<file path="config.mk">
export PLATFORM = sky130hd
export DESIGN_NAME = fpga_cfg_port
export DESIGN_NICKNAME = d
export VERILOG_FILES = /design/src/rtl/fpga_cfg_pkg.sv /design/src/rtl/cfg_ctrl_regs.sv /design/src/rtl/cfg_data_streamer.sv /design/src/rtl/fpga_cfg_port.sv
export SDC_FILE = /design/constraint.sdc
export NUM_CORES = 1
export LEC_CHECK = 0
export ABC_CLOCK_PERIOD_IN_PS = 3000
export BUFFER_PORTS_ARGS = -buffer_cell sky130_fd_sc_hd__buf_4
export CAP_MARGIN = 40
export CORE_UTILIZATION = 47
export DETAILED_ROUTE_END_ITERATION = 8
export GPL_TIMING_DRIVEN = 0
export MAX_ROUTING_LAYER = met4
export PLACE_DENSITY = 0.85
export SLEW_MARGIN = 25
export SYNTH_ARGS = -nofsm -noshare
export SYNTH_HDL_FRONTEND = slang
export SYNTH_HIERARCHICAL = 1
export SYNTH_SLANG_ARGS = --single-unit
</file>
<file path="constraint.sdc">
create_clock -name clk -period 3 [get_ports clk]
set_input_delay 0.15 -clock clk [delete_from_list [all_inputs] [get_ports clk]]
set_output_delay 0.15 -clock clk [all_outputs]
set_load 0.01 [all_outputs]
</file>
<file path="src/rtl/fpga_cfg_pkg.sv">
package fpga_cfg_pkg;
  localparam int CTRL_W        = 32;
  localparam int BIT_SRC       = 0;
  localparam int BIT_NCE       = 1;
  localparam int BIT_PULL_NCFG = 2;
  localparam int BIT_PULL_STAT = 3;
  localparam int BIT_PULL_DONE = 4;
  localparam int BIT_PRREQ     = 5;
  localparam int BIT_RATIO_LO  = 6;
  localparam int RATIO_SEL_W   = 2;
  localparam int BIT_DCLK_EN   = BIT_RATIO_LO + RATIO_SEL_W;
  localparam int BIT_WIDE      = BIT_DCLK_EN + 1;
  localparam int USED_BITS     = BIT_WIDE + 1;

  typedef struct packed {
    logic                   dclkEn;
    logic                   wide;
    logic [RATIO_SEL_W-1:0] ratioSel;
  } cfgStrobes_t;
endpackage

</file>
<file path="src/rtl/cfg_ctrl_regs.sv">
module cfg_ctrl_regs
  import fpga_cfg_pkg::*;
#(
  parameter int WORD_W = 32
) (
  input  logic                 clk,
  input  logic                 rstN,
  input  logic                 regWe,
  input  logic [CTRL_W-1:0]    regWdata,
  output logic [CTRL_W-1:0]    regRdata,
  input  logic                 pinNConfig,
  input  logic                 pinNStatus,
  input  logic                 pinConfDone,
  input  logic                 pinNce,
  input  logic                 pinPrReq,
  input  logic                 pinDclk,
  input  logic [WORD_W-1:0]    pinData,
  input  logic                 streamDclk,
  input  logic [WORD_W-1:0]    streamData,
  output logic                 cbNConfig,
  output logic                 cbNStatus,
  output logic                 cbConfDone,
  output logic                 cbNce,
  output logic                 cbPrReq,
  output logic                 cbDclk,
  output logic [WORD_W-1:0]    cbData,
  output cfgStrobes_t          strobes
);
  logic [USED_BITS-1:0] ctrlWord;
  logic                 unusedHi;
  logic                 hostOwns;

  assign unusedHi = ^regWdata[CTRL_W-1:USED_BITS];

  always_ff @(posedge clk) begin
    if (!rstN) begin
      ctrlWord <= '0;
    end else if (regWe) begin
      ctrlWord <= regWdata[USED_BITS-1:0];
    end
  end

  assign regRdata = {{(CTRL_W-USED_BITS){1'b0}}, ctrlWord};
  assign hostOwns = ctrlWord[BIT_SRC];

  // Pull requests are active-high; lines are active-low, so a pull clears the line.
  assign cbNConfig  = pinNConfig  & ~ctrlWord[BIT_PULL_NCFG];
  assign cbNStatus  = pinNStatus  & ~ctrlWord[BIT_PULL_STAT];
  assign cbConfDone = pinConfDone & ~ctrlWord[BIT_PULL_DONE];

  always_comb begin
    if (hostOwns) begin
      cbNce   = ctrlWord[BIT_NCE];
      cbPrReq = ctrlWord[BIT_PRREQ];
      cbDclk  = streamDclk;
      cbData  = streamData;
    end else begin
      cbNce   = pinNce;
      cbPrReq = pinPrReq;
      cbDclk  = pinDclk;
      cbData  = pinData;
    end
  end

  assign strobes.dclkEn   = ctrlWord[BIT_DCLK_EN];
  assign strobes.wide     = ctrlWord[BIT_WIDE];
  assign strobes.ratioSel = ctrlWord[BIT_RATIO_LO +: RATIO_SEL_W];
endmodule

</file>
<file path="src/rtl/cfg_data_streamer.sv">
module cfg_data_streamer
  import fpga_cfg_pkg::*;
#(
  parameter int WORD_W = 32
) (
  input  logic              clk,
  input  logic              rstN,
  input  cfgStrobes_t       strobes,
  input  logic              inValid,
  input  logic [WORD_W-1:0] inData,
  output logic              inReady,
  output logic              dclkOut,
  output logic [WORD_W-1:0] dataOut
);
  localparam int HALF_W     = WORD_W / 2;
  localparam int MAX_PULSES = 1 << ((1 << RATIO_SEL_W) - 1);
  localparam int CNT_W      = (MAX_PULSES > 1) ? $clog2(MAX_PULSES) : 1;

  logic                   busy;
  logic                   dclkPh;
  logic                   halfSel;
  logic                   wideLat;
  logic [RATIO_SEL_W-1:0] ratioLat;
  logic [CNT_W-1:0]       pulseCnt;
  logic [CNT_W-1:0]       lastCnt;
  logic [WORD_W-1:0]      wordReg;
  logic                   lastPulse;
  logic                   lastHalf;

  assign lastCnt   = CNT_W'((1 << ratioLat) - 1);
  assign lastPulse = (pulseCnt == lastCnt);
  assign lastHalf  = wideLat | halfSel;

  always_ff @(posedge clk) begin
    if (!rstN) begin
      busy     <= 1'b0;
      dclkPh   <= 1'b0;
      halfSel  <= 1'b0;
      wideLat  <= 1'b0;
      ratioLat <= '0;
      pulseCnt <= '0;
      wordReg  <= '0;
    end else if (!busy) begin
      if (inValid) begin
        busy     <= 1'b1;
        dclkPh   <= 1'b1;
        halfSel  <= 1'b0;
        pulseCnt <= '0;
        wordReg  <= inData;
        wideLat  <= strobes.wide;
        ratioLat <= strobes.ratioSel;
      end
    end else if (dclkPh) begin
      dclkPh <= 1'b0;
    end else if (!lastPulse) begin
      pulseCnt <= pulseCnt + 1'b1;
      dclkPh   <= 1'b1;
    end else if (!lastHalf) begin
      halfSel  <= 1'b1;
      pulseCnt <= '0;
      dclkPh   <= 1'b1;
    end else begin
      busy <= 1'b0;
    end
  end

  assign inReady = ~busy;
  assign dclkOut = busy & dclkPh & strobes.dclkEn;

  always_comb begin
    if (halfSel)      dataOut = {{(WORD_W-HALF_W){1'b0}}, wordReg[WORD_W-1:HALF_W]};
    else if (wideLat) dataOut = wordReg;
    else              dataOut = {{(WORD_W-HALF_W){1'b0}}, wordReg[HALF_W-1:0]};
  end
endmodule

</file>
<file path="src/rtl/fpga_cfg_port.sv">
module fpga_cfg_port
  import fpga_cfg_pkg::*;
#(
  parameter int WORD_W = 32
) (
  input  logic              clk,
  input  logic              rstN,
  input  logic              regWe,
  input  logic [31:0]       regWdata,
  output logic [31:0]       regRdata,
  input  logic              inValid,
  input  logic [WORD_W-1:0] inData,
  output logic              inReady,
  input  logic              pinNConfig,
  input  logic              pinNStatus,
  input  logic              pinConfDone,
  input  logic              pinNce,
  input  logic              pinPrReq,
  input  logic              pinDclk,
  input  logic [WORD_W-1:0] pinData,
  output logic              cbNConfig,
  output logic              cbNStatus,
  output logic              cbConfDone,
  output logic              cbNce,
  output logic              cbPrReq,
  output logic              cbDclk,
  output logic [WORD_W-1:0] cbData
);
  cfgStrobes_t       strobes;
  logic              streamDclk;
  logic [WORD_W-1:0] streamData;

  cfg_ctrl_regs #(.WORD_W(WORD_W)) i_ctrl (
    .clk(clk), .rstN(rstN), .regWe(regWe), .regWdata(regWdata), .regRdata(regRdata),
    .pinNConfig(pinNConfig), .pinNStatus(pinNStatus), .pinConfDone(pinConfDone),
    .pinNce(pinNce), .pinPrReq(pinPrReq), .pinDclk(pinDclk), .pinData(pinData),
    .streamDclk(streamDclk), .streamData(streamData),
    .cbNConfig(cbNConfig), .cbNStatus(cbNStatus), .cbConfDone(cbConfDone),
    .cbNce(cbNce), .cbPrReq(cbPrReq), .cbDclk(cbDclk), .cbData(cbData),
    .strobes(strobes)
  );

  cfg_data_streamer #(.WORD_W(WORD_W)) i_stream (
    .clk(clk), .rstN(rstN), .strobes(strobes),
    .inValid(inValid), .inData(inData), .inReady(inReady),
    .dclkOut(streamDclk), .dataOut(streamData)
  );
endmodule

</file>
Word-level counts from Yosys, hierarchy flattened

Index checks and enable logic that the tools add are counted.

Add/subtract/negate cells: 2
Eq/ne operators: 5
Reductions and logical operators: 4
Bitwise operators: 10
Muxes and demuxes: 24
Shift operators: 1

Operators with widths:

| operator                                                            | number |
|---|---|
| 32-bit two-way mux                                                  | 3 |
| 1-bit two-way mux                                                   | 16 |
| 3-bit two-way mux                                                   | 5 |
| 2-bit inequality test (second input constant)                       | 3 |
| 1-bit bitwise AND                                                   | 5 |
| 1-bit NOT                                                           | 4 |
| 4-bit AND reduction                                                 | 1 |
| 3-bit by 1-bit adder with 3-bit output (second input constant)      | 1 |
| 3-bit == test                                                       | 1 |
| 3-bit inequality test (second input constant)                       | 1 |
| 3-bit AND reduction                                                 | 1 |
| 1-bit by 2-bit << shifter with 3-bit output (first input constant)  | 1 |
| 3-bit by 2-bit subtractor with 3-bit output (second input constant) | 1 |
| 2-bit AND reduction                                                 | 1 |
| 2-bit nonzero test                                                  | 1 |
| 1-bit OR                                                            | 1 |

Register bits after elaboration: 51
Logic and storage cells: 54

Depth between registers and ports, before layout

Word-level depth: 6
Depth in mapped cells: 5
Gate-level depth less buffers: 5

Hierarchy

Netlist, hierarchy kept.

By module, submodules not included:

| module            | times used | area each (sq um) | cells an instance |
|---|---|---|---|
| cfg_data_streamer | 1          | 1843.0            | 225 |
| cfg_ctrl_regs     | 1          | 1166.1            | 100 |

Worst setup path before layout

Ideal clock, no wire load.

Kind: register to output
Start: register i_stream.halfSel
End: output cbData[10]
Buffers on the path: 2
Stages on the path, launching flop included: 5
Required time: 2850 ps
Slack: 1243 ps
Data arrival time: 1607 ps
Cells stage by stage: dfxtp_1 > clkbuf_1 > clkbuf_1 > mux2_2 > mux2_4

Longest elaborated chain between the ends: 2

RTL lines:

| item                   | line                    | RTL |
|---|---|---|
| from (decl)            | cfg_data_streamer.sv:21 | `logic halfSel;` |
| from (signal assigned) | cfg_data_streamer.sv:38 | `halfSel <= 1'b0;` |
| from (signal assigned) | cfg_data_streamer.sv:47 | `halfSel <= 1'b0;` |
| from (signal assigned) | cfg_data_streamer.sv:59 | `halfSel <= 1'b1;` |
| 32-bit two-way mux     | cfg_data_streamer.sv:71 | `if (halfSel) dataOut = {{(WORD_W-HALF_W){1'b0}}, wordReg[WORD_W-1:HALF_W]};` |
| net streamData[10]     | fpga_cfg_port.sv:31     | `logic [WORD_W-1:0] streamData;` |
| 32-bit two-way mux     | cfg_ctrl_regs.sv:52     | `if (hostOwns) begin` |
| to (decl)              | fpga_cfg_port.sv:27     | `output logic [WORD_W-1:0] cbData` |

The timed path passes the listed nets, and every way through them passes these cells.

Worst setup path in the final report

Start: register i_stream.halfSel
End: output cbData[8]

Same word-level chain as after synthesis.

==> flow_summary.json <==
{
  "cts_tree": "done",
  "insertion_delay_ps": 300,
  "end_kind": "primary output",
  "place_hpwl_mm": 5.974,
  "r2r-end": "i_stream/pulseCnt[1]$_SDFFE_PN0P_",
  "ir_drop_mv": 0.2493,
  "grt_pass1_vias": 2488,
  "num_antenna_cells": 0,
  "grt_first_pass_wirelength_mm": 11.51,
  "clock.fmax_ghz": 0.3819,
  "antenna_left": 0,
  "met2_usage_pct": 42.31,
  "wl_mm": 7.853,
  "async_flop_share_pct": 0,
  "pre_cts_ws_ps": 744.6,
  "fin_setup_tns_ps": 0,
  "synthCells": 325,
  "via_per_inst": 4.920,
  "critPathArrivalTime_ps": 2470,
  "synth-seq-cells": 51,
  "status": "complete, no violations",
  "nFillCells": 493,
  "io_buffers": 131,
  "finalCritPeriodShare_pct": 87.29,
  "first_pass_iters": 4,
  "clkTransAtPathRegs_ps": 90,
  "multi_input_area_um2": 1725,
  "fin_skew_ps": 9.088,
  "grt_setup_unrepaired": "false",
  "track_usage_pct": 23.43,
  "finalSetupViolations": 0,
  "min-delay-start": "inData[24]",
  "synth_edf_count": 0,
  "grt_overflow_total": 0,
  "area_growth_pct": 42.33,
  "hold_path_class": "input pin to register",
  "max_cap_violations": 0,
  "die-area_um2": 6726,
  "drive_above_1_share_pct": 46.39,
  "netlist_area_um2": 3009,
  "grt_busiest_layer": "met2",
  "powerDensity_nw_per_um2": 399.4,
  "yosys.cell_types.count": 34,
  "r2r_cells": 5,
  "die_h_um": 82.02,
  "cts.sinks": 51,
  "hold_ws_ps": 90.59,
  "vias": 2755,
  "start_kind": "register",
  "fin_nets": 591,
  "synth_top_area_share_pct": 33.93,
  "antenna_found_initial": 0,
  "gp_congestion": 0.8283,
  "drtIter0Drc": 126,
  "setup_ws_ps": 381.3,
  "drc_errors": 0,
  "worst-path-max-fanout": 10,
  "grt_use_met3_pct": 3.000,
  "ctsHtreeMaxLevel": 2,
  "io_pins": 177,
  "root_buffer": "clkbuf_8",
  "reg2reg_from": "i_stream/pulseCnt[0]$_SDFFE_PN0P_",
  "cp.required_ps": 2850,
  "dieWidth_um": 82.02,
  "hold_depth": 3,
  "worstSetupPathType": "register to primary output",
  "synth.yosys.seq_area_share_pct": 33.93,
  "cts_resized": 0,
  "clockBufferDepth": 2,
  "cts_hold_buffers": 0,
  "ff2ff_setup_slack_ps": 1180,
  "placementRows": 28,
  "postCtsSetupBuffers": 0,
  "slew_headroom_pct": 58.34,
  "register_area_um2": 1021,
  "synth_top_area_cell": "dfxtp_1",
  "start_util_pct": 49.65,
  "synthTopCellsByArea": "dfxtp_1 (34%), mux2_4 (15%), nand2_1 (9.2%), mux2_2 (7.9%), buf_4 (6.7%)",
  "synth_ff_type": "dfxtp_1",
  "ys_warn_count": 6,
  "power.leakage_uw": 0.002070,
  "grtUsageMet1_pct": 26.72,
  "wl_per_cell_um": 14.02,
  "numCtsBuffers": 5,
  "grt_max_degree": 16,
  "hold_viol_final": 0,
  "final_max_slew_viol_count": 0,
  "coreArea_um2": 6061,
  "syn_area_per_cell_um2": 9.259,
  "tightestPinTransition_ps": 625.0,
  "holdPathEnd": "i_stream/wordReg[24]$_SDFFE_PN0P_",
  "period_needed_ps": 2619
}
==> metrics by stage <==
stage / area (um^2) / std cells / total power, uW / util [%]
2_1_floorplan: 3088 / 346 / 1032 / -
3_3_place_gp: 4165 / 552 / 1223 / 68.72
3_5_place_dp: 4165 / 552 / 1236 / 68.72
4_1_cts: 4283 / 560 / 1721 / 70.66
5_1_grt: 4283 / 560 / 1798 / 70.66
6_report: 4283 / 560 / 1711 / 70.66
==> critical path, stage by stage, from the launching register on <==
cell	delay, ps
dfxtp_1	320
clkbuf_1	480
clkbuf_1	550
mux2_2	420
mux2_4	260
buf_4	140
==> cell usage in the layout (no fill, tap or decap), types with 2 or more instances in the layout <==
cell type  synthesis  final
buf_12             3      3
nor4_1             2      2
nand2_1           74     74
conb_1             1     22
inv_1              2      2
buf_4             27    158
nand3_1            3      3
mux2i_1           11     11
clkbuf_8           0      6
mux2_4            30     30
a21oi_1           36     36
clkbuf_1          12     12
mux2_2            21     21
nor2b_1           15     15
buf_1              3      3
dfxtp_1           51     51
and2_1            16     16
==> state kept, by name, indices dropped and copies added (netlist names) <==
| name | count |
|---|---|
| i_stream/pulseCnt | 3 |
| i_stream/wordReg | 32 |
| i_stream/wideLat | 1 |
| i_stream/dclkPh | 1 |
| i_stream/ratioLat | 2 |
| i_ctrl/ctrlWord | 10 |
| i_stream/halfSel | 1 |
| i_stream/busy | 1 |
==> worst max-delay path by stage <==
stage / endpoint / from
after floorplan: cbData[10] / i_stream/halfSel$_SDFFE_PN0P_
after global placement: cbData[10] / i_stream/halfSel$_SDFFE_PN0P_
after global routing: cbData[9] / i_stream/halfSel$_SDFFE_PN0P_
after detailed placement: cbData[10] / i_stream/halfSel$_SDFFE_PN0P_
after CTS: cbData[8] / i_stream/halfSel$_SDFFE_PN0P_
final: cbData[8] / i_stream/halfSel$_SDFFE_PN0P_
==> power by group <==
part           internal [uW]  total [uW]  switching (uW)
Combinational            277         479             203
Clock                    270         487             217
Sequential               717         744            27.5
Total                   1260        1710             448
==> cells by family after synthesis <==
family	share of synthesized area [%]
and+or+nand+nor	18.09
other	0.1246
adders and majority gates	0.4157
AOI/OAI and AO/OA	9.314
buffers and inverters	11.35
DFF	33.93
muxes	26.49
xor gates and xnor gates	0.2911
==> layout make-up <==
class / instances / area share (%)
sequential: 51 / 23.84
clock inverter: 2 / 0.8180
timing repair buffer: 131 / 22.96
inverter: 3 / 0.2629
tap: 75 / 2.191
multi-input combinational: 246 / 40.29
buffer: 46 / 7.713
clock buffer: 6 / 1.928
==> synth_stat cells, types with 2 or more instances <==
cell      count
buf_12        3
nand2_1      74
clkbuf_1     12
nor4_1        2
mux2_2       21
nor2b_1      15
a21oi_1      36
mux2i_1      11
buf_4        27
buf_1         3
inv_1         2
dfxtp_1      51
mux2_4       30
nand3_1       3
and2_1       16
==> per-layer routing <==
metal  wire length, um  vias to the layer above  part of all wire, %
met3               556                        5                  7.1
met4                51                        0                 0.65
met5                 0                        -                    0
li1                  -                     1358                    -
met2              4198                      113                   53
met1              3047                     1279                   39
Power figures use the tool's default switching activity.
